### config.mk
export PLATFORM = sky130hd
export DESIGN_NAME = dma_xfer_channel
export DESIGN_NICKNAME = d
export VERILOG_FILES = /design/src/rtl/dma_ch_pkg.sv /design/src/rtl/dma_cfg_check.sv /design/src/rtl/dma_addr_step.sv /design/src/rtl/dma_xfer_channel.sv
export SDC_FILE = /design/constraint.sdc
export NUM_CORES = 1
export LEC_CHECK = 0
export ABC_AREA = 1
export BUFFER_PORTS_ARGS = -buffer_cell sky130_fd_sc_hd__buf_4
export CAP_MARGIN = 25
export CORE_UTILIZATION = 45
export CTS_CLUSTER_DIAMETER = 40
export CTS_CLUSTER_SIZE = 24
export DETAILED_ROUTE_END_ITERATION = 8
export GPL_TIMING_DRIVEN = 0
export PLACE_DENSITY = 0.69
export SETUP_SLACK_MARGIN = 0.4
export SLEW_MARGIN = 20
export SYNTH_ARGS = -nofsm -noshare
export SYNTH_HDL_FRONTEND = slang
export SYNTH_SLANG_ARGS = --single-unit
### constraint.sdc
create_clock -name clk -period 3.8 [get_ports clk]
set_input_delay 0.38 -clock clk [delete_from_list [all_inputs] [get_ports clk]]
set_output_delay 0.38 -clock clk [all_outputs]
set_load 0.1 [all_outputs]
### src/rtl/dma_ch_pkg.sv
package dma_ch_pkg;

    localparam int DW = 32;

    typedef enum logic [1:0] {
        SZ_WORD = 2'b00,
        SZ_BYTE = 2'b01,
        SZ_HALF = 2'b10,
        SZ_RSVD = 2'b11
    } size_e;

    typedef enum logic [1:0] {
        ST_IDLE  = 2'd0,
        ST_READ  = 2'd1,
        ST_WRITE = 2'd2
    } state_e;

    function automatic logic [2:0] size_bytes(input size_e sz);
        case (sz)
            SZ_WORD: size_bytes = 3'd4;
            SZ_HALF: size_bytes = 3'd2;
            SZ_BYTE: size_bytes = 3'd1;
            default: size_bytes = 3'd0;
        endcase
    endfunction

endpackage

### src/rtl/dma_cfg_check.sv
module dma_cfg_check
    import dma_ch_pkg::*;
#(
    parameter int AW    = 32,
    parameter int CW    = 16,
    parameter int CH_ID = 0
) (
    input  size_e           src_size,
    input  size_e           dst_size,
    input  logic [AW-1:0]   src_addr,
    input  logic [AW-1:0]   dst_addr,
    input  logic [CW-1:0]   count,
    input  logic [1:0]      link_sel,
    output logic            cfg_err,
    output size_e           xfer_size,
    output logic [2:0]      xfer_bytes,
    output logic [2:0]      src_step,
    output logic [2:0]      dst_step
);

    logic src_ok, dst_ok, cnt_ok;

    function automatic logic is_aligned(input logic [1:0] lo, input size_e sz);
        case (sz)
            SZ_WORD: is_aligned = (lo == 2'b00);
            SZ_HALF: is_aligned = !lo[0];
            SZ_BYTE: is_aligned = 1'b1;
            default: is_aligned = 1'b0;
        endcase
    endfunction

    always_comb begin
        src_step   = size_bytes(src_size);
        dst_step   = size_bytes(dst_size);
        xfer_size  = (src_step >= dst_step) ? src_size : dst_size;
        xfer_bytes = (src_step >= dst_step) ? src_step : dst_step;
        src_ok     = is_aligned(src_addr[1:0], src_size);
        dst_ok     = is_aligned(dst_addr[1:0], dst_size);
        cnt_ok     = (count != '0) &&
                     ((count & CW'(xfer_bytes - 3'd1)) == '0);
        cfg_err    = !src_ok || !dst_ok || !cnt_ok ||
                     (link_sel == 2'(CH_ID));
    end

endmodule

### src/rtl/dma_addr_step.sv
module dma_addr_step #(
    parameter int AW = 32
) (
    input  logic [AW-1:0] addr_i,
    input  logic          inc_i,
    input  logic [2:0]    step_i,
    output logic [AW-1:0] addr_o
);

    always_comb begin
        addr_o = inc_i ? (addr_i + AW'(step_i)) : addr_i;
    end

endmodule

### src/rtl/dma_xfer_channel.sv
module dma_xfer_channel
    import dma_ch_pkg::*;
#(
    parameter int AW    = 32,
    parameter int CW    = 16,
    parameter int CH_ID = 0
) (
    input  logic          clk,
    input  logic          rst_n,
    input  logic          ctl_we,
    input  logic          ctl_go,
    input  logic          ctl_hw_en,
    input  logic [1:0]    ctl_src_size,
    input  logic [1:0]    ctl_dst_size,
    input  logic          ctl_src_inc,
    input  logic          ctl_dst_inc,
    input  logic          ctl_burst,
    input  logic          ctl_irq_en,
    input  logic [1:0]    ctl_link,
    input  logic          src_we,
    input  logic [AW-1:0] src_wdata,
    input  logic          dst_we,
    input  logic [AW-1:0] dst_wdata,
    input  logic          cnt_we,
    input  logic [CW-1:0] cnt_wdata,
    input  logic          clr_status,
    input  logic          preq,
    output logic          bus_valid,
    output logic          bus_write,
    output logic [AW-1:0] bus_addr,
    output logic [1:0]    bus_size,
    output logic [DW-1:0] bus_wdata,
    input  logic [DW-1:0] bus_rdata,
    input  logic          bus_ready,
    output logic          go_out,
    output logic          hw_en_out,
    output logic [AW-1:0] src_out,
    output logic [AW-1:0] dst_out,
    output logic [CW-1:0] cnt_out,
    output logic          stat_done,
    output logic          stat_busy,
    output logic          stat_cerr,
    output logic          irq
);

    localparam int NSIDE = 2;

    typedef struct packed {
        state_e        state;
        logic          go;
        logic          hw_en;
        logic          src_inc;
        logic          dst_inc;
        logic          burst;
        logic          irq_en;
        size_e         src_size;
        size_e         dst_size;
        logic [1:0]    link;
        logic [AW-1:0] src;
        logic [AW-1:0] dst;
        logic [CW-1:0] cnt;
        logic [DW-1:0] data;
        logic          done;
        logic          busy;
        logic          cerr;
    } regs_t;

    regs_t q, d;

    logic          cfg_err;
    size_e         xfer_size;
    logic [2:0]    xfer_bytes;
    logic [2:0]    src_step, dst_step;
    logic          req;
    logic [CW-1:0] cnt_next;

    logic [AW-1:0] base_a [NSIDE];
    logic          inc_a  [NSIDE];
    logic [2:0]    step_a [NSIDE];
    logic [AW-1:0] next_a [NSIDE];

    dma_cfg_check #(.AW(AW), .CW(CW), .CH_ID(CH_ID)) u_check (
        .src_size   (q.src_size),
        .dst_size   (q.dst_size),
        .src_addr   (q.src),
        .dst_addr   (q.dst),
        .count      (q.cnt),
        .link_sel   (q.link),
        .cfg_err    (cfg_err),
        .xfer_size  (xfer_size),
        .xfer_bytes (xfer_bytes),
        .src_step   (src_step),
        .dst_step   (dst_step)
    );

    assign base_a[0] = q.src;
    assign inc_a[0]  = q.src_inc;
    assign step_a[0] = src_step;
    assign base_a[1] = q.dst;
    assign inc_a[1]  = q.dst_inc;
    assign step_a[1] = dst_step;

    generate
        for (genvar s = 0; s < NSIDE; s++) begin : g_step
            dma_addr_step #(.AW(AW)) u_step (
                .addr_i (base_a[s]),
                .inc_i  (inc_a[s]),
                .step_i (step_a[s]),
                .addr_o (next_a[s])
            );
        end
    endgenerate

    always_comb begin
        d         = q;
        bus_valid = 1'b0;
        bus_write = 1'b0;
        bus_addr  = q.src;
        bus_size  = xfer_size;
        bus_wdata = q.data;
        req       = q.go || (q.hw_en && preq);
        cnt_next  = q.cnt - CW'(xfer_bytes);

        if (clr_status) begin
            d.done = 1'b0;
            d.cerr = 1'b0;
        end

        case (q.state)
            ST_IDLE: begin
                if (req) begin
                    d.go = 1'b0;
                    if (cfg_err) begin
                        d.cerr = 1'b1;
                    end else begin
                        d.busy  = 1'b1;
                        d.state = ST_READ;
                    end
                end else begin
                    if (ctl_we) begin
                        d.go       = ctl_go;
                        d.hw_en    = ctl_hw_en;
                        d.src_size = size_e'(ctl_src_size);
                        d.dst_size = size_e'(ctl_dst_size);
                        d.src_inc  = ctl_src_inc;
                        d.dst_inc  = ctl_dst_inc;
                        d.burst    = ctl_burst;
                        d.irq_en   = ctl_irq_en;
                        d.link     = ctl_link;
                    end
                    if (src_we) d.src = src_wdata;
                    if (dst_we) d.dst = dst_wdata;
                    if (cnt_we) d.cnt = cnt_wdata;
                end
            end
            ST_READ: begin
                bus_valid = 1'b1;
                bus_addr  = q.src;
                if (bus_ready) begin
                    d.data  = bus_rdata;
                    d.state = ST_WRITE;
                end
            end
            ST_WRITE: begin
                bus_valid = 1'b1;
                bus_write = 1'b1;
                bus_addr  = q.dst;
                if (bus_ready) begin
                    d.src = next_a[0];
                    d.dst = next_a[1];
                    d.cnt = cnt_next;
                    if (cnt_next == '0) begin
                        d.done  = 1'b1;
                        d.busy  = 1'b0;
                        d.hw_en = 1'b0;
                        d.state = ST_IDLE;
                    end else if (q.burst) begin
                        d.state = ST_READ;
                    end else begin
                        d.busy  = 1'b0;
                        d.state = ST_IDLE;
                    end
                end
            end
            default: d.state = ST_IDLE;
        endcase
    end

    always_ff @(posedge clk or negedge rst_n) begin
        if (!rst_n) q <= '0;
        else        q <= d;
    end

    assign go_out    = q.go;
    assign hw_en_out = q.hw_en;
    assign src_out   = q.src;
    assign dst_out   = q.dst;
    assign cnt_out   = q.cnt;
    assign stat_done = q.done;
    assign stat_busy = q.busy;
    assign stat_cerr = q.cerr;
    assign irq       = q.irq_en && (q.done || q.cerr);

    p_go_clears_r2: assert property (@(posedge clk) disable iff (!rst_n)
        $rose(q.busy) |-> !q.go);

    p_err_no_bus_r3: assert property (@(posedge clk) disable iff (!rst_n)
        $rose(q.cerr) |-> !bus_valid);

    p_bus_hold_r4: assert property (@(posedge clk) disable iff (!rst_n)
        (bus_valid && !bus_ready) |=>
            (bus_valid && $stable(bus_addr) && $stable(bus_write)));

    p_rd_then_wr_r4: assert property (@(posedge clk) disable iff (!rst_n)
        (bus_valid && !bus_write && bus_ready) |=> (bus_valid && bus_write));

    p_done_state_r6: assert property (@(posedge clk) disable iff (!rst_n)
        $rose(q.done) |-> (q.cnt == '0 && !q.busy && !q.hw_en));

    p_cfg_frozen_r10: assert property (@(posedge clk) disable iff (!rst_n)
        (q.busy && $past(q.busy)) |->
            ($stable(q.src_size) && $stable(q.dst_size) && $stable(q.burst)));

endmodule

* Word level (Yosys, flattened, before mapping)
Cells that the tools add are included.
** Word-level totals
- Word-level logic and storage cells :: 118
- Output and inout port bits :: 154
- Register bits :: 129
- Bits of input ports :: 133
** Operators by class
- $lt $le $gt $ge :: 1
- Add/sub/neg operators :: 4
- Bitwise operators :: 2
- Mux-type cells :: 41
- Reductions and logical operators :: 34
- Equality and inequality tests :: 19
** Operators by type and width (number)
- $mux 32 :: 5
- $pmux 80 s2 :: 1
- $mux 91 :: 1
- $mux 80 :: 1
- $add 32x3->32 :: 2
- $logic_not 16->1 :: 2
- $ne 2x2->1 const B :: 12
- $reduce_and 5->1 :: 4
- $pmux 3 s3 :: 2
- $and 16x16->16 :: 1
- $mux 16 :: 1
- $mux 2 :: 8
- $reduce_bool 16->1 :: 1
- $sub 16x3->16 :: 1
- $mux 1 :: 15
- $logic_not 2->1 :: 6
- $mux 12 :: 1
- $reduce_and 4->1 :: 2
- $eq 2x1->1 const B :: 3
- $eq 2x2->1 const B :: 3
- $pmux 1 s3 :: 2
- $pmux 2 s3 :: 1
- $logic_not 1->1 :: 5
- $logic_or 1x1->1 :: 5
- other kinds (11) :: 16

* Depth between registers and ports, before layout
Gate-level depths: netlist of the first run.
- Depth in word-level cells :: 14
- Gate-level depth with buffers :: 30
- Gate-level depth less buffers :: 30

* By module
A second synthesis of the first run with hierarchy kept.
** Second synthesis, totals
- Cells, all modules :: 1339
- Area, all modules :: 10052.1 um^2
** By module, submodules not included
- dma_xfer_channel :: seq. area each 3228.1 um^2, area an instance 7523.5 um^2, cells an instance 839, instances 1
- dma_addr_step :: seq. area each 0.0 um^2, area an instance 1057.3 um^2, cells an instance 206, instances 2
- dma_cfg_check :: seq. area each 0.0 um^2, area an instance 414.1 um^2, cells an instance 88, instances 1

* Least setup slack after synthesis of the first run
Ideal clock, no wire load.
- Kind :: register to output
- Start point :: register q[127] in the netlist's numbering
- End point :: output port bus_addr[0]
- Arrival time :: 3.908 ns
- Required time :: 3.420 ns
- Stages on the path, launching flop included :: 7
- Path buffers :: 3
- Slack :: -0.488 ns
- Cell sequence :: dfrtp_1 > inv_1 > ha_1 > clkbuf_1 > clkbuf_1 > buf_1 > o21ai_0
** Between the ends
- Longest elaborated chain between the ends :: 2
** Ends and longest elaborated chain
- from (decl) :: line dma_xfer_channel.sv:68 : regs_t q, d;
- from (signal assigned) :: line dma_xfer_channel.sv:190 : if (!rst_n) q <= '0;
- from (signal assigned) :: line dma_xfer_channel.sv:191 : else q <= d;
- $eq 2x2->1 :: line dma_xfer_channel.sv:129 : case (q.state)
- $mux 32 :: line dma_xfer_channel.sv:129
- to (decl) :: line dma_xfer_channel.sv:30 : output logic [AW-1:0] bus_addr,
No other way between the ends.

* Final worst setup path of the first run
- Start point :: register q[117] in the netlist's numbering
- End point :: register q (netlist bit hw_en_out)
** Between the ends
- Longest elaborated chain between the ends :: 8
- Elaborated cells on any way between the ends :: 10
- Those cells by class :: add/sub (1); order compare (1); eq/ne (3); mux (2); reduce/logical (3)
** Ends and longest elaborated chain
- $eq 2x1->1 (tied with other cells) :: line dma_ch_pkg.sv:19 : case (sz)
- $pmux 3 s3 (*) :: line dma_ch_pkg.sv:19
- $ge 3x3->1 :: line dma_cfg_check.sv:36 : xfer_bytes = (src_step >= dst_step) ? src_step : dst_step;
- $mux 3 (*) :: line dma_cfg_check.sv:36
- $sub 16x3->16 (*) :: line dma_xfer_channel.sv:122 : cnt_next = q.cnt - CW'(xfer_bytes);
- $logic_not 16->1 (*) :: line dma_xfer_channel.sv:172 : if (cnt_next == '0) begin
- $ne 2x2->1 (no line) (*)
- $reduce_and 5->1 (no line) (*)
Mark *: on every way between the ends. The rest lies on a longest branch, timed or not.
A chain may end at the register's enable or synchronous reset.

==> metrics.csv, run 1 <==
stage,metric,value,unit
global_routing,largest net degree at the start of global routing,71,
min_path,worst min path class,primary input to flip-flop,
cts,root buf cell,clkbuf_16,
worst_setup_path,CP most frequent cell,nand2_1,
worst_setup_path,CP peak stage delay,0.41,ns
logic_synthesis,Post-Synthesis Cells,1248,
worst_setup_path,CP top delay family,simple AND/OR/NAND/NOR gates,
global_routing,first-pass GRT wire length,53100,microns
logic_synthesis,"area leader, netlist",dfrtp_1,
floorplanning,Die ar.,21300,sq um
sta,RSZ-0062 raised after global routing,false,
logic_synthesis,"Top FF cell, synth",dfrtp_1,
cts,clk_lat worst skew,0.43,ns
place,dpl hpwl,26300,microns
worst_setup_path,crit path DAT,3.56,ns
sta,Hold Slack,0.147,ns
cts,clock sink count,129,
logic_synthesis,Syn Std Cell Area,9320,sq um
logic_synthesis,"Net Count, Synth",1397,
logic_synthesis,"top cells by area, synth","dfrtp_1, nand2_1, buf_4",
sta,Slew @ Worst Pin,1.00,ns
global_routing,GRT Overall Usage,32.3,%
sta,post-route minimum period,3.24,ns
logic_synthesis,fraction of registers with async set/reset,100,%
cts,Worst-path clk slew,0.07,ns
cts,CTS Buffer Depth,2,
route,vias per cell,5.39,
sta,Final Cycle Share,85.3,%
sta,upper clock frequency limit,309,MHz
run,Max Cap Violations,0,
route,Starting DRT DRC Count,656,
place,IO Port Bufs,286,
floorplanning,Die Y,146,microns
cts,# H-tree levels,4,
logic_synthesis,post-synth top area share,34.6,%
sta,fin. max-slew vios,0,
worst_setup_path,type of the worst setup path,flip-flop to flip-flop,
logic_synthesis,Netlist cell types,51,
layout,ANT cells,0,
cts,CTS tree,built,
worst_setup_path,CP bufs+invs,4,
place,RePlAce Congestion,0.958,
global_routing,total grt overflow,0,
logic_synthesis,Post-synth EDFFs,0,
layout,Synth-to-Final Area Change,37.7,%
logic_synthesis,most frequent cells after synthesis,"nand2_1, dfrtp_1, inv_1",
sta,Worst slew margin,33.1,%
worst_setup_path,Critical Path RT,4.12,ns
worst_setup_path,CP Capture Type,flip-flop,
global_routing,vias in the first global route,9550,
sta,clk_skew,0.0117,ns
logic_synthesis,Synth Register Bits,129,
logic_synthesis,Synth warnings,0,
sta,Final Setup Violations,0,
place,area post-placement,11900,sq um
logic_synthesis,cell with the most instances after synthesis,nand2_1,
layout,fin nets,1724,
floorplanning,starting density of the core,45.9,%
floorplanning,core area,20300,sq um
layout,post-route cell area,12800,sq um
route,via count,10011,
route,"antenna viol nets, final",0,
global_routing,initial antenna violation count,0,
route,DRT Pass-1 Iters,6,
worst_setup_path,Critical Path Source Type,flip-flop,
worst_setup_path,Crit-path slowest cell,dfrtp_1,
sta,Final Hold Viols,0,
route,wire length per cell,18.6,microns
floorplanning,row count,52,
logic_synthesis,synthesized area per cell,7.47,sq um
route,DRC viols,0,
worst_setup_path,CP max FO,4,
floorplanning,io pins,287,
status,status,finished clean,
floorplanning,Die Span X,146,microns
cts,TritonCTS Buffers,17,
route,final WL,34600,microns
layout,share of cells above drive strength 1,37.4,%
logic_synthesis,register area share after synthesis,34.6,%
==> per-layer routing <==
metal / vias up / wire length, microns / track usage [%]
met2: 528 / 16200 / 51.7
met3: 65 / 3090 / 4.55
met5: - / 0 / 0
met4: 0 / 969 / 12.9
met1: 4661 / 14300 / 43.9
li1: 4757 / - / -
==> cell families (layout without fill, tap and decap cells) <==
| family | after synthesis | after routing | share of synthesized area (%) |
|---|---|---|---|
| AO/OA/AOI/OAI | 283 | 283 | 17.0 |
| buffers and inverters | 291 | 629 | 16.3 |
| flip-flops | 129 | 129 | 34.6 |
| adder cells (fa/ha/maj) | 16 | 16 | 2.23 |
| AND/OR/NAND/NOR | 478 | 480 | 24.0 |
| XOR/XNOR | 13 | 13 | 1.22 |
| multiplexers | 38 | 38 | 4.59 |
==> what timing repair did <==
item,CTS,global route
setup endpoints to repair,39,62
pin swaps,1,19
gates cloned,0,2
endpoints found under the hold margin,59,0
gates resized for setup,13,45
hold buffers,1,0
setup buffers,2,16
==> per-stage QoR <==
step	setup slack, ns	utilization, %	TNS, ns	cells
2_1_floorplan	-0.0563	-	-1.13	1248
3_3_place_gp	0.0733	58.4	0	1804
5_1_grt	0.382	63.2	0	1858
4_1_cts	0.404	61.8	0	1840
6_report	0.559	63.2	0	1858
3_5_place_dp	0.0319	58.5	0	1805
==> final cells by class <==
| cell class | instances | area, sq um |
|---|---|---|
| timing repair buffer | 306 | 2330 |
| sequential | 129 | 3230 |
| tap | 270 | 338 |
| clock buffer | 17 | 425 |
| multi-input combinational | 830 | 4790 |
| inverter | 133 | 505 |
| fill | 1894 | 7470 |
| clock inverter | 15 | 186 |
| buffer | 158 | 1020 |
==> placed cells by master (no fill, tap or decap), types with 12 or more instances in the layout <==
master	n
nor2_4	12
a21oi_1	100
a22oi_1	41
inv_2	14
o21ai_0	78
nor3_1	18
nor4_1	14
o21ai_2	12
inv_1	115
a31oi_1	19
nand3_1	39
dfrtp_1	126
mux2_2	38
o21ai_1	16
clkbuf_1	31
buf_4	415
nand4_1	17
nand2_1	242
clkbuf_16	17
xor2_1	12
nor2_1	82
==> final timing paths <==
check,startpoint,endpoint,slack (ns),depth (start not counted)
min,clr_status,stat_cerr$_DFF_PN0_,0.15,2
max reg2reg,q[117]$_DFFE_PN0P_,hw_en_out$_DFFE_PN0P_,0.56,28
min in group asynchronous,rst_n,cnt_out[5]$_DFFE_PN0P_,0.48,2
min reg2reg,stat_busy$_DFFE_PN0P_,stat_busy$_DFFE_PN0P_,0.49,2
max,q[117]$_DFFE_PN0P_,hw_en_out$_DFFE_PN0P_,0.56,28
max in group asynchronous,rst_n,dst_out[16]$_DFFE_PN0P_,2.55,3
==> state kept, by name (all words and copies together), names as in the netlist <==
name,count
src_out,32
hw_en_out,1
q,10
stat_busy,1
dst_out,32
go_out,1
inc_a,2
stat_cerr,1
cnt_out,16
bus_wdata,32
stat_done,1
Power of run 1 is left out: the tool's default activity adds up to more than one toggle a clock period on the data nets, which glitch-free logic cannot reach.
==> run 2, diff against run 1 <==
--- a/config.mk
+++ b/config.mk
@@ -12,7 +12,6 @@
 export CTS_CLUSTER_DIAMETER = 40
 export CTS_CLUSTER_SIZE = 24
 export DETAILED_ROUTE_END_ITERATION = 8
-export GPL_TIMING_DRIVEN = 0
 export PLACE_DENSITY = 0.69
 export SETUP_SLACK_MARGIN = 0.4
 export SLEW_MARGIN = 20
==> constraint.sdc (replaced) <==
create_clock -name clk -period 3.3 [get_ports clk]
set_input_delay 0.33 -clock clk [delete_from_list [all_inputs] [get_ports clk]]
set_output_delay 0.33 -clock clk [all_outputs]
set_load 0.1 [all_outputs]
==> metrics.csv, run 2 (synthesis results as in run 1) <==
stage,metric,value,unit,change
cts,TritonCTS Buffers,17,,unchanged
place,worst slack at placement,0.0566,ns,was 0.0319 ns
layout,Synth-to-Final Area Change,31.8,%,was 37.7%
sta,Worst slew margin,45.3,%,was 33.1%
route,DRC viols,0,,unchanged
route,via count,9377,,was 10011
floorplanning,Die Span X,146,microns,unchanged
sta,clk_skew,0.00978,ns,was 0.0117 ns
worst_setup_path,Setup crit start,q[118]$_DFFE_PN0P_,,was q[117]$_DFFE_PN0P_
route,wire length per cell,17.6,microns,was 18.6 microns
min_path,HP Start,bus_rdata[4],,was clr_status
worst_setup_path,CP Capture Type,flip-flop,,unchanged
layout,most frequent cells in the layout,"buf_4, nand2_1, dfrtp_1",,unchanged
route,DRT Pass-1 Iters,5,,was 6
run,Max Cap Violations,0,,unchanged
layout,ANT cells,0,,unchanged
layout,fin nets,1595,,was 1724
place,RePlAce Congestion,0.943,,was 0.958
route,vias per cell,5.42,,was 5.39
floorplanning,starting density of the core,45.9,%,unchanged
place,IO Port Bufs,286,,unchanged
layout,"commonest non-fill, non-tap cell in the layout",buf_4,,unchanged
worst_setup_path,type of the worst setup path,flip-flop to flip-flop,,unchanged
worst_setup_path,crit path DAT,3.45,ns,was 3.56 ns
worst_setup_path,CP max FO,5,,was 4
cts,CTS tree,built,,unchanged
global_routing,total grt overflow,0,,unchanged
place,DP Cell Count,1661,,was 1805
sta,RSZ-0062 raised after global routing,true,,was false
global_routing,first-pass GRT wire length,47100,microns,was 53100 microns
floorplanning,row count,52,,unchanged
sta,Hold Slack,0.136,ns,was 0.147 ns
route,Starting DRT DRC Count,635,,was 656
sta,Slew @ Worst Pin,0.819,ns,was 1.00 ns
min_path,worst min path class,primary input to flip-flop,,unchanged
cts,CTS Buffer Depth,2,,unchanged
worst_setup_path,CP bufs+invs,5,,was 4
cts,root buf cell,clkbuf_16,,unchanged
sta,Final Hold Viols,0,,unchanged
floorplanning,core area,20300,sq um,unchanged
sta,Setup TNS,0,ns,unchanged
global_routing,vias in the first global route,8719,,was 9550
worst_setup_path,Critical R2R Launch,q[118]$_DFFE_PN0P_,,was q[117]$_DFFE_PN0P_
floorplanning,io pins,287,,unchanged
worst_setup_path,Critical Path RT,3.61,ns,was 4.12 ns
sta,Final Cycle Share,94.9,%,was 85.3%
sta,Final Setup Violations,0,,unchanged
worst_setup_path,CP top delay family,simple AND/OR/NAND/NOR gates,,unchanged
route,"antenna viol nets, final",0,,unchanged
place,dpl hpwl,22400,microns,was 26300 microns
layout,Finished Layout Cells,1729,,was 1858
worst_setup_path,CP most frequent cell,nand2_1,,unchanged
cts,# H-tree levels,4,,unchanged
status,status,finished clean,,unchanged
worst_setup_path,Crit-path slowest cell,dfrtp_2,,was dfrtp_1
sta,post-route minimum period,3.13,ns,was 3.24 ns
cts,clk_lat worst skew,0.42,ns,was 0.43 ns
layout,share of cells above drive strength 1,37.9,%,was 37.4%
route,final WL,30400,microns,was 34600 microns
sta,final setup margin,0.169,ns,was 0.559 ns
global_routing,largest net degree at the start of global routing,85,,was 71
floorplanning,Die ar.,21300,sq um,unchanged
floorplanning,Die Y,146,microns,unchanged
cts,Worst-path clk slew,0.07,ns,about the same
sta,fin. max-slew vios,0,,unchanged
worst_setup_path,Critical Path Source Type,flip-flop,,unchanged
sta,upper clock frequency limit,319,MHz,was 309 MHz
global_routing,initial antenna violation count,0,,unchanged
global_routing,GRT Overall Usage,28.2,%,was 32.3%
worst_setup_path,CP peak stage delay,0.43,ns,was 0.41 ns
cts,clock sink count,129,,unchanged
[run 2: cell count changes in the layout (fill, tap and decap cells not counted), moves of 4 or more]
cell      change
o21ai_0      -26
nand2_1       -9
inv_1         -4
nand3_1       -5
o21ai_2      +25
buf_1         -8
nand2_2       +8
buf_4        -85
clkbuf_1     -31
nor2_4        +5
inv_8         -4
clkbuf_2      -4
[run 2: worst paths after layout]
check                                            to  slack (ns)  depth (start not counted)
min in group asynchronous    cnt_out[6]$_DFFE_PN0P_        0.51                          2
min reg2reg                   stat_busy$_DFFE_PN0P_        0.49                          2
max in group asynchronous  bus_wdata[1]$_DFFE_PN0P_        1.96                          3
min                        bus_wdata[4]$_DFFE_PN0P_        0.14                          2
max                              q[127]$_DFFE_PN0P_        0.17                         25
max reg2reg                      q[127]$_DFFE_PN0P_        0.17                         25
[run 2: cell type report]
cell class	instances	area, sq um
clock buffers	17	425
fillers	1857	8020
multi-input cells	829	5030
flip-flops and latches	129	3230
repair buffers	336	2570
well taps	270	338
clock inverters	15	173
inverters	133	510
[run 2: what timing repair did]
item	in CTS	in global routing
setup endpoints to repair	14	20
hold buffers	1	0
gates cloned	1	0
pin swaps	18	41
resized for setup	22	50
setup buffers	11	23
hold endpoints to repair	72	0
[run 2: per-stage QoR]
| stage | instance area (sq um) | util, % |
|---|---|---|
| 3_3_place_gp | 11100 | 54.9 |
| 3_5_place_dp | 11100 | 54.9 |
| 6_report | 12300 | 60.5 |
| 5_1_grt | 12300 | 60.5 |
| 2_1_floorplan | 9500 | - |
| 4_1_cts | 11900 | 58.8 |
[run 2: metal layers]
metal  up-vias  wire (microns)  track usage (%)
li1       4482               -                -
met5         -               0                0
met1      4380           12800             37.6
met4         0            1160             12.3
met3        73            2530             5.52
met2       442           14000             44.4
Power of run 2 is left out for the same reason.
==> run 3, diff against run 2 <==
==> constraint.sdc (replaced) <==
create_clock -name clk -period 3.3 [get_ports clk]
set_input_delay 0.495 -clock clk [delete_from_list [all_inputs] [get_ports clk]]
set_output_delay 0.495 -clock clk [all_outputs]
set_load 0.1 [all_outputs]
==> metrics.csv, run 3 (synthesis results as in run 1) <==
stage,metric,value,unit,change
floorplanning,io pins,287,,unchanged
layout,Storage cell area,3230,sq um,about the same
min_path,worst min path class,primary input to asynchronous set/reset pin,,was primary input to flip-flop
cts,root buf cell,clkbuf_16,,unchanged
cts,clock sink count,129,,unchanged
cts,CTS Buffer Depth,2,,unchanged
route,DRC viols,0,,unchanged
cts,CTS tree,built,,unchanged
worst_setup_path,Critical Path Source Type,flip-flop,,unchanged
global_routing,largest net degree at the start of global routing,72,,was 85
global_routing,first-pass GRT wire length,46100,microns,was 47100 microns
run,Max Cap Violations,0,,unchanged
global_routing,initial antenna violation count,0,,unchanged
layout,number of fill cells,1815,,was 1857
worst_setup_path,CP Capture Type,flip-flop,,unchanged
route,Starting DRT DRC Count,722,,was 635
floorplanning,Die ar.,21300,sq um,unchanged
global_routing,GRT Overall Usage,27.8,%,was 28.2%
sta,final setup margin,0.152,ns,was 0.169 ns
layout,Synth-to-Final Area Change,30.3,%,was 31.8%
floorplanning,starting density of the core,45.9,%,unchanged
layout,"commonest non-fill, non-tap cell in the layout",buf_4,,unchanged
sta,upper clock frequency limit,318,MHz,was 319 MHz
sta,Final Hold Viols,0,,unchanged
worst_setup_path,CP peak stage delay,0.37,ns,was 0.43 ns
layout,share of cells above drive strength 1,37.7,%,was 37.9%
route,"antenna viol nets, final",0,,unchanged
sta,Final Setup Violations,0,,unchanged
worst_setup_path,Critical Path RT,3.62,ns,was 3.61 ns
route,wire length per cell,17.5,microns,was 17.6 microns
cts,TritonCTS Buffers,17,,unchanged
sta,Setup TNS,0,ns,unchanged
sta,Final Cycle Share,95.4,%,was 94.9%
place,RePlAce Congestion,0.923,,was 0.943
sta,Slew @ Worst Pin,0.718,ns,was 0.819 ns
sta,RSZ-0062 raised after global routing,true,,unchanged
cts,Worst-path clk slew,0.06,ns,was 0.07 ns
route,vias per cell,5.41,,was 5.42
cts,# hold bufs at CTS,0,,was 1
global_routing,vias in the first global route,8526,,was 8719
floorplanning,row count,52,,unchanged
route,final WL,30200,microns,was 30400 microns
layout,fin nets,1589,,was 1595
cts,clk_lat worst skew,0.43,ns,was 0.42 ns
sta,fin. max-slew vios,0,,unchanged
sta,Worst slew margin,52.2,%,was 45.3%
route,DRT Pass-1 Iters,5,,unchanged
sta,post-route minimum period,3.15,ns,was 3.13 ns
place,worst slack at placement,0.114,ns,was 0.0566 ns
worst_setup_path,type of the worst setup path,flip-flop to flip-flop,,unchanged
cts,# H-tree levels,4,,unchanged
layout,area of the multi-input gates,5000,sq um,was 5030 sq um
route,via count,9313,,was 9377
floorplanning,Die Y,146,microns,unchanged
place,IO Port Bufs,286,,unchanged
layout,ANT cells,0,,unchanged
global_routing,total grt overflow,0,,unchanged
floorplanning,core area,20300,sq um,unchanged
worst_setup_path,CP max FO,5,,unchanged
floorplanning,Die Span X,146,microns,unchanged
status,status,finished clean,,unchanged
worst_setup_path,crit path DAT,3.47,ns,was 3.45 ns
place,dpl hpwl,22000,microns,was 22400 microns
worst_setup_path,Crit-path slowest cell,dfrtp_2,,unchanged
layout,most frequent cells in the layout,"buf_4, nand2_1, dfrtp_1",,unchanged
sta,clk_skew,0.0123,ns,was 0.00978 ns
==> run 3: changes by cell type in the layout (fill, tap and decap cells not counted), sizes merged <==
cell,delta
buf,-5
bufinv,-2
clkbuf,+1
clkinv,+6
clkinvlp,-2
dlygate4sd3,-1
inv,-3
==> run 3: metal layers <==
metal  track usage (%)  part of all wire, %  vias up
met2              42.8                   45      436
li1                  -                    -     4480
met3              4.76                  7.1       76
met1              37.8                   43     4321
met5                 0                    0        -
met4              13.7                  4.5        0
==> run 3: path summary, 6_finish.rpt <==
path                                     startpoint                        to  slack, ns  depth (start not counted)
max                              q[119]$_DFFE_PN0P_     hw_en_out$_DFFE_PN0P_       0.15                         30
min                                           rst_n    cnt_out[8]$_DFFE_PN0P_       0.08                          1
max reg2reg                      q[119]$_DFFE_PN0P_     hw_en_out$_DFFE_PN0P_       0.15                         30
min reg2reg                bus_wdata[4]$_DFFE_PN0P_  bus_wdata[4]$_DFFE_PN0P_       0.51                          1
max in group asynchronous                     rst_n  bus_wdata[5]$_DFFE_PN0P_       2.46                          2
min in group clk                         clr_status       stat_cerr$_DFF_PN0_       0.25                          2
==> run 3: cell type report <==
cell class / instances / share of cell area, %
Multi-Input combinational cell: 829 / 41.2
Sequential cell: 129 / 26.6
Timing Repair Buffer: 330 / 20.8
Inverter: 133 / 4.16
Clock buffer: 18 / 3.62
Tap cell: 270 / 2.78
Clock inverter: 14 / 0.876
==> run 3: per-stage QoR <==
step | cell area [sq um] | utilization [%] | cells | hold WS, ns
after detailed placement | 11200 | 55.1 | 1666 | 0.494
after global placement | 11200 | 55.1 | 1666 | 0.489
after CTS | 11900 | 58.7 | 1712 | 0.108
final | 12100 | 59.8 | 1723 | 0.0835
after floorplan | 9510 | - | 1248 | 0.199
after global routing | 12100 | 59.8 | 1723 | 0.129
==> run 3: worst max-delay path: cells and delay by family (launching register included) <==
| kind | cells | cell delay (ns) |
|---|---|---|
| AND/OR/NAND/NOR | 19 | 1.43 |
| adder cells (fa/ha/maj) | 3 | 0.61 |
| flip-flops | 1 | 0.37 |
| AO/OA/AOI/OAI | 3 | 0.36 |
| buffers and inverters | 5 | 0.25 |
==> run 3: repair_timing <==
item                       in CTS  in global routing
setup buffers                  13                 11
gates cloned                    1                  0
setup endpoints to repair      14                 21
resized for setup              20                 41
hold endpoints to repair        0                  0
pin swaps                      17                 30
Power of run 3 is left out for the same reason.
